===== config.mk =====
export PLATFORM = sky130hd
export DESIGN_NAME = elsync_top
export DESIGN_NICKNAME = d
export VERILOG_FILES = /design/src/rtl/esync_pkg.sv /design/src/rtl/esync_integ.sv /design/src/rtl/esync_phase.sv /design/src/rtl/esync_ted.sv /design/src/rtl/elsync_top.sv
export SDC_FILE = /design/constraint.sdc
export NUM_CORES = 1
export LEC_CHECK = 0
export BUFFER_PORTS_ARGS = -buffer_cell sky130_fd_sc_hd__buf_2
export CORE_ASPECT_RATIO = 1.5
export CORE_MARGIN = 2
export CORE_UTILIZATION = 50
export CTS_CLUSTER_SIZE = 25
export DETAILED_ROUTE_END_ITERATION = 8
export MAX_ROUTING_LAYER = met4
export PLACE_DENSITY = 0.66
export SETUP_SLACK_MARGIN = 0.3
export SLEW_MARGIN = 20
export SYNTH_ARGS = -nofsm -noshare
export SYNTH_HDL_FRONTEND = slang
export SYNTH_SLANG_ARGS = --single-unit
export TNS_END_PERCENT = 1

===== constraint.sdc =====
create_clock -name clk -period 27.9 [get_ports clk]
set_input_delay 1.395 -clock clk [delete_from_list [all_inputs] [get_ports clk]]
set_output_delay 1.395 -clock clk [all_outputs]
set_load 0.01 [all_outputs]

===== src/rtl/esync_pkg.sv =====
package esync_pkg;

    // which gate of the assumed symbol is being integrated
    typedef enum logic {
        HALF_LATE  = 1'b0,
        HALF_EARLY = 1'b1
    } half_e;

    // registered decision presented at the outputs
    typedef struct packed {
        logic vld;
        logic value;
    } decision_t;

    function automatic logic [31:0] umin32(logic [31:0] a, logic [31:0] b);
        return (a < b) ? a : b;
    endfunction

endpackage


===== src/rtl/esync_integ.sv =====
// Saturating accumulator over a window; total includes the current sample.
module esync_integ #(
    parameter int IN_W   = 17,
    parameter int ACC_W  = 29,
    parameter int AVG_SH = 12
) (
    input  logic                            clk,
    input  logic                            rst,
    input  logic                            en,
    input  logic                            dump,
    input  logic signed [IN_W-1:0]          din,
    output logic signed [ACC_W-AVG_SH-1:0]  avg
);
    localparam logic signed [ACC_W:0] SMAX = (ACC_W+1)'({1'b0, {(ACC_W-1){1'b1}}});
    localparam logic signed [ACC_W:0] SMIN = -SMAX - 1;

    logic signed [ACC_W-1:0] acc;
    logic signed [ACC_W-1:0] total;
    logic signed [ACC_W:0]   addend;
    logic signed [ACC_W:0]   wide;

    always_comb begin
        addend = en ? (ACC_W+1)'(din) : (ACC_W+1)'(0);
        wide   = (ACC_W+1)'(acc) + addend;
        if (wide > SMAX)
            total = SMAX[ACC_W-1:0];
        else if (wide < SMIN)
            total = SMIN[ACC_W-1:0];
        else
            total = wide[ACC_W-1:0];
    end

    assign avg = total[ACC_W-1:AVG_SH];

    always_ff @(posedge clk) begin
        if (rst)
            acc <= '0;
        else if (en)
            acc <= dump ? '0 : total;
    end
endmodule


===== src/rtl/esync_phase.sv =====
// Assumed symbol clock: half counter with a loadable start and an early-toggle guard.
module esync_phase
    import esync_pkg::*;
#(
    parameter int HALF_W = 12,
    localparam int CNT_W = HALF_W + 2
) (
    input  logic                    clk,
    input  logic                    rst,
    input  logic                    vld,
    input  logic signed [CNT_W-1:0] load,
    output half_e                   half,
    output logic                    half_end,
    output logic                    sym_end
);
    localparam int GUARD_W   = HALF_W + 1;
    localparam int HALF_MAX  = (1 << HALF_W) - 1;
    localparam int GUARD_MIN = 1 << (HALF_W - 1);
    localparam logic signed [CNT_W-1:0] TOP = CNT_W'(HALF_MAX);
    localparam logic [GUARD_W-1:0] GLIM = GUARD_W'(GUARD_MIN - 1);

    logic signed [CNT_W-1:0] cnt;
    logic [GUARD_W-1:0]      gcnt;
    logic                    at_top;
    logic                    guard_ok;

    assign at_top   = (cnt >= TOP);
    assign guard_ok = (gcnt >= GLIM);
    assign half_end = vld && at_top && guard_ok;
    assign sym_end  = half_end && (half == HALF_LATE);

    always_ff @(posedge clk) begin
        if (rst) begin
            cnt  <= '0;
            gcnt <= '0;
            half <= HALF_EARLY;
        end else if (vld) begin
            if (half_end) begin
                half <= (half == HALF_EARLY) ? HALF_LATE : HALF_EARLY;
                cnt  <= (half == HALF_EARLY) ? '0 : load;
                gcnt <= '0;
            end else begin
                if (!at_top)
                    cnt <= cnt + 1'b1;
                if (gcnt != '1)
                    gcnt <= gcnt + 1'b1;
            end
        end
    end
endmodule


===== src/rtl/esync_ted.sv =====
// Timing error: magnitude from |E|-|L|, direction from its sign, scaled and capped.
module esync_ted
    import esync_pkg::*;
#(
    parameter int G_W      = 17,
    parameter int HALF_W   = 12,
    parameter int STEP_SHR = 6,
    localparam int CNT_W   = HALF_W + 2
) (
    input  logic signed [G_W-1:0]   e_val,
    input  logic signed [G_W-1:0]   l_val,
    output logic signed [CNT_W-1:0] step
);
    localparam int HALF_MAX = (1 << HALF_W) - 1;

    logic signed [G_W:0]   ex, lx, ea, la;
    logic signed [G_W+1:0] diff;
    logic [G_W+1:0]        dmag, shifted;
    logic [CNT_W-1:0]      mc;

    always_comb begin
        ex      = (G_W+1)'(e_val);
        lx      = (G_W+1)'(l_val);
        ea      = (ex < 0) ? -ex : ex;
        la      = (lx < 0) ? -lx : lx;
        diff    = (G_W+2)'(ea) - (G_W+2)'(la);
        dmag    = (diff < 0) ? $unsigned(-diff) : $unsigned(diff);
        shifted = dmag >> STEP_SHR;
        mc      = CNT_W'(umin32(32'(shifted), 32'(HALF_MAX)));
        step    = (diff < 0) ? -$signed(mc) : $signed(mc);
    end
endmodule


===== src/rtl/elsync_top.sv =====
module elsync_top
    import esync_pkg::*;
#(
    parameter int IN_W     = 14,
    parameter int HALF_W   = 12,
    parameter int PRE_SHL  = 3,
    parameter int STEP_SHR = 6,
    parameter int LOCK_N   = 4
) (
    input  logic                   clk,
    input  logic                   rst,
    input  logic                   in_vld,
    input  logic signed [IN_W-1:0] in_metric,
    output logic                   sym_clk,
    output logic                   locked,
    output logic                   bit_out,
    output logic                   bit_vld
);
    localparam int SH_W  = IN_W + PRE_SHL;
    localparam int ACC_W = SH_W + HALF_W;
    localparam int DEC_W = ACC_W + 1;
    localparam int G_W   = SH_W;
    localparam int CNT_W = HALF_W + 2;
    localparam int LK_W  = $clog2(LOCK_N + 1);

    logic signed [SH_W-1:0]  scaled;
    half_e                   half;
    logic                    half_end, sym_end;
    logic signed [CNT_W-1:0] step;
    logic signed [G_W-1:0]   gate_avg [2];
    logic signed [G_W-1:0]   e_reg;
    logic signed [DEC_W-1:0] dec_sum;
    logic [LK_W-1:0]         lk_cnt;
    decision_t               dec_q;

    assign scaled = SH_W'(in_metric) <<< PRE_SHL;

    esync_phase #(.HALF_W(HALF_W)) u_phase (
        .clk(clk), .rst(rst), .vld(in_vld), .load(step),
        .half(half), .half_end(half_end), .sym_end(sym_end)
    );

    // index 1 = early gate, index 0 = late gate
    for (genvar g = 0; g < 2; g++) begin : g_gate
        logic gate_en;
        assign gate_en = in_vld && ((half == HALF_EARLY) == (g == 1));
        esync_integ #(.IN_W(SH_W), .ACC_W(ACC_W), .AVG_SH(HALF_W)) u_int (
            .clk(clk), .rst(rst), .en(gate_en), .dump(half_end),
            .din(scaled), .avg(gate_avg[g])
        );
    end

    esync_integ #(.IN_W(SH_W), .ACC_W(DEC_W), .AVG_SH(0)) u_dec (
        .clk(clk), .rst(rst), .en(in_vld), .dump(sym_end),
        .din(scaled), .avg(dec_sum)
    );

    esync_ted #(.G_W(G_W), .HALF_W(HALF_W), .STEP_SHR(STEP_SHR)) u_ted (
        .e_val(e_reg), .l_val(gate_avg[0]), .step(step)
    );

    always_ff @(posedge clk) begin
        if (rst) begin
            e_reg  <= '0;
            dec_q  <= '0;
            lk_cnt <= '0;
        end else begin
            dec_q.vld <= sym_end;
            if (half_end && (half == HALF_EARLY))
                e_reg <= gate_avg[1];
            if (sym_end) begin
                dec_q.value <= !dec_sum[DEC_W-1] && (dec_sum != '0);
                if (step != '0)
                    lk_cnt <= '0;
                else if (lk_cnt != LK_W'(LOCK_N))
                    lk_cnt <= lk_cnt + 1'b1;
            end
        end
    end

    assign sym_clk = (half == HALF_EARLY);
    assign bit_out = dec_q.value;
    assign bit_vld = dec_q.vld;
    assign locked  = (lk_cnt >= LK_W'(LOCK_N));
endmodule


==> impl_metrics.tcl <==
set metrics [dict create \
    p_int_w 0.0003870 \
    wire_per_inst_um 17.44 \
    rsz0062_at_grt "false" \
    required_ps 28250 \
    antennaDiodeCount 0 \
    gp_congestion 0.9731 \
    grt_pass1_vias 11540 \
    combinationalPowerShare_pct 18.4 \
    post-synth-top-area-fraction_pct 21.63 \
    die_w_um 131.6 \
    endpoint_kind "flip-flop" \
    pwr-share-clk_pct 44.4 \
    crit_type "input pin to flip-flop" \
    startpoint_type "input pin" \
    avgSynthCellArea_um2 7.267 \
    fin_crit_sh_pct 39.04 \
    max-vdd-ir-drop_mv 0.04801 \
    ys_warn_count 0 \
    die_h_um 195.4 \
    cp_max_fo 41 \
    syn_inst 1681 \
    synth_top_area_cell "dfxtp_1" \
    synth.area.top_cells "dfxtp_1, ha_1, nand2_1, xnor2_1, a21oi_1" \
    grt_pass1_wl_mm 57.11 \
    core.rowCount 70 \
    nFillCells 2358 \
    hp-class "flip-flop to flip-flop" \
    ys_ff_latch 132 \
    cts-root-buf "clkbuf_16" \
    grtUsageTotal_pct 27.67 \
    final_antenna_net_count 0 \
    leakage_nw 5.429 \
    path_common_cell "ha_1" \
    antenna_found_initial 0 \
    grt_max_degree 58 \
    tns_ps 0 \
    die_area_mm2 0.02572 \
    clockBufferDepth 2 \
    numClockSinks 132 \
    syn_area_mm2 0.01222 \
    post-dp-hpwl_mm 26.16 \
    worst_pin_slew_ps 1078 \
    drc 0 \
    fin_hold_ws_ps 451.7 \
    cts_setup_buffers 0 \
    grt-ovfl-total 0 \
    largest_reg_flops 52 \
    critical-path-max-stage-delay_ps 600 \
    p_sw_w 0.0001619 \
    place_inst 1955 \
    synth_edf_count 0 \
    h-tree-depth 4 \
    setup_viol 0 \
    drt_iter0_drc 802 \
    crit_slowest_cell "o41ai_1" \
    pwr-share-seq_pct 37.2 \
    coreArea_mm2 0.02417 \
    ios 21 \
    p_per_area_mw_per_mm2 41.78 \
    vias 12040 \
    clk_pin_slew_worst_paths_ps 60 \
    hold_viol_final 0 \
    first_pass_iters 5 \
    drive_gt1_share_pct 6.438 \
    cts_tree "built" \
    status "complete, no violations" \
    async_reset_ff_share_pct 0 \
    cts_made_buffers 17 \
    finalMaxSlewViolations 0 \
    post_cts_resized 0 \
    syn_nets 1795 \
    relSlewSlack_pct 27.85 \
    totalWireLength_mm 34.64 \
    cp.arrival_ps 11250 \
    hold_buffers 0 \
    drv_cap 0 \
    ys_types 99 \
    fin_skew_ps 10.48 \
    ys_seq_area_share_pct 21.63 \
    clk_latency_ps 440 \
    viasPerCell 6.062 \
    num-nets-final 1764 \
    synth_ff_type "dfxtp_1" \
    fin_cells 1986 \
    period_minus_slack_ps 10890 \
    sw_frac_of_total_pct 29.49 \
    area_growth_pct 7.538 \
    initial_core_util_pct 50.53 \
    portBuffers 20 \
    fmax_ghz 0.09181 \
]
final cells by class:
class	instances	area [um^2]	area share (%)
Tap cell	324	405.4	3.086
Timing Repair Buffer	34	205.2	1.562
Multi-Input combinational cell	1418	9076	69.09
Clock buffer	17	425.4	3.238
Clock inverter	14	205.2	1.562
Sequential cell	132	2643	20.12
Inverter	47	176.4	1.343
path summary, 6_finish.rpt:
check / from / end / slack (ps) / cells after the start
setup / recovery: in_vld / lk_cnt[1] / 17010 / 38
hold reg to reg: u_dec.acc[14] / u_dec.acc[14] / 450 / 2
hold / removal: u_dec.acc[14] / u_dec.acc[14] / 450 / 2
setup reg to reg: u_phase.half / lk_cnt[1] / 18270 / 33
cells by family (layout without fill, tap and decap cells):
group	Yosys count	after routing	synth area share, %
compound gates	493	493	26.12
xor+xnor	131	131	9.454
fa+ha+maj	100	100	10.43
buf+inv	131	112	4.138
flops	132	132	21.63
mux	13	13	1.116
other cells	2	2	0.06148
simple gates	679	679	27.05
cells in the final DEF, fill, tap and decap left out, drive strengths merged, types with 16 or more instances in the layout:
master    n
a21oi   145
xnor2    87
and2     23
inv      49
xor2     44
o211ai   18
o21ai   127
a211oi   18
clkbuf   17
a21o     35
dfxtp   132
ha       93
buf      34
and3     30
a31oi    23
nand3    54
a22oi    16
nand4    18
nor2b    23
nor2    185
nor3     48
nand2b   25
nand2   203
Yosys cell counts (all sizes together) (4+ instances only):
cell type and number:
mux2 5, a2111oi 4, or2 7, o31ai 11, mux2i 8, or3 13, o22ai 6, nand3 54
a22oi 16, a21o 35, clkbuf 77, o21bai 11, xnor2 87, nor3 48, nor4b 5, dfxtp 132
a21oi 145, fa 4, a211o 4, a221oi 7, nand4 18, o211ai 18, a21boi 4, nor2b 23
o21ai 127, a31oi 23, or4 5, nor3b 9, o41ai 6, inv 47, buf 7, a211oi 18
ha 93, nor2 185, xor2 44, nand2 203, nor4 13, o2111ai 4, and3 30, o21a 13
nand2b 25, and2 23
per-stage QoR:
stage | instance area (um^2) | utilization [%] | worst slack, ps | power [W]
after floorplan | 12220 | - | 17970 | 0.0002830
after global placement | 12510 | 51.73 | 17020 | 0.0003056
after detailed placement | 12510 | 51.73 | 16740 | 0.0003072
after CTS | 13140 | 54.34 | 17180 | 0.0005512
after global routing | 13140 | 54.34 | 16030 | 0.0005733
final | 13140 | 54.34 | 17010 | 0.0005488
power groups by stage:
| stage | logic (W) | registers [W] | clock network [W] |
|---|---|---|---|
| after floorplan | 0.0000763 | 0.000207 | 0 |
| after CTS | 0.0000996 | 0.000204 | 0.000248 |
| after global routing | 0.000112 | 0.000205 | 0.000256 |
| final | 0.000101 | 0.000204 | 0.000244 |
| after global placement | 0.0000976 | 0.000208 | 0 |
| after detailed placement | 0.0000990 | 0.000208 | 0 |
metal layers:
metal  GRT usage (%)  vias up  wire length [um]
met4           10.51        0              1021
li1                -     6003                 -
met1           31.91     5689             14970
met3           3.219       78              1066
met2           49.08      270             17580
met5               -        -                 0
worst max-delay path, delay by kind of cell:
family,cells,cell delay (ps)
compound gates,17,4850
fa+ha+maj,6,1870
mux,1,310
xor+xnor,3,630
buf+inv,3,610
simple gates,8,1530
(Power assumes the default switching activity.)
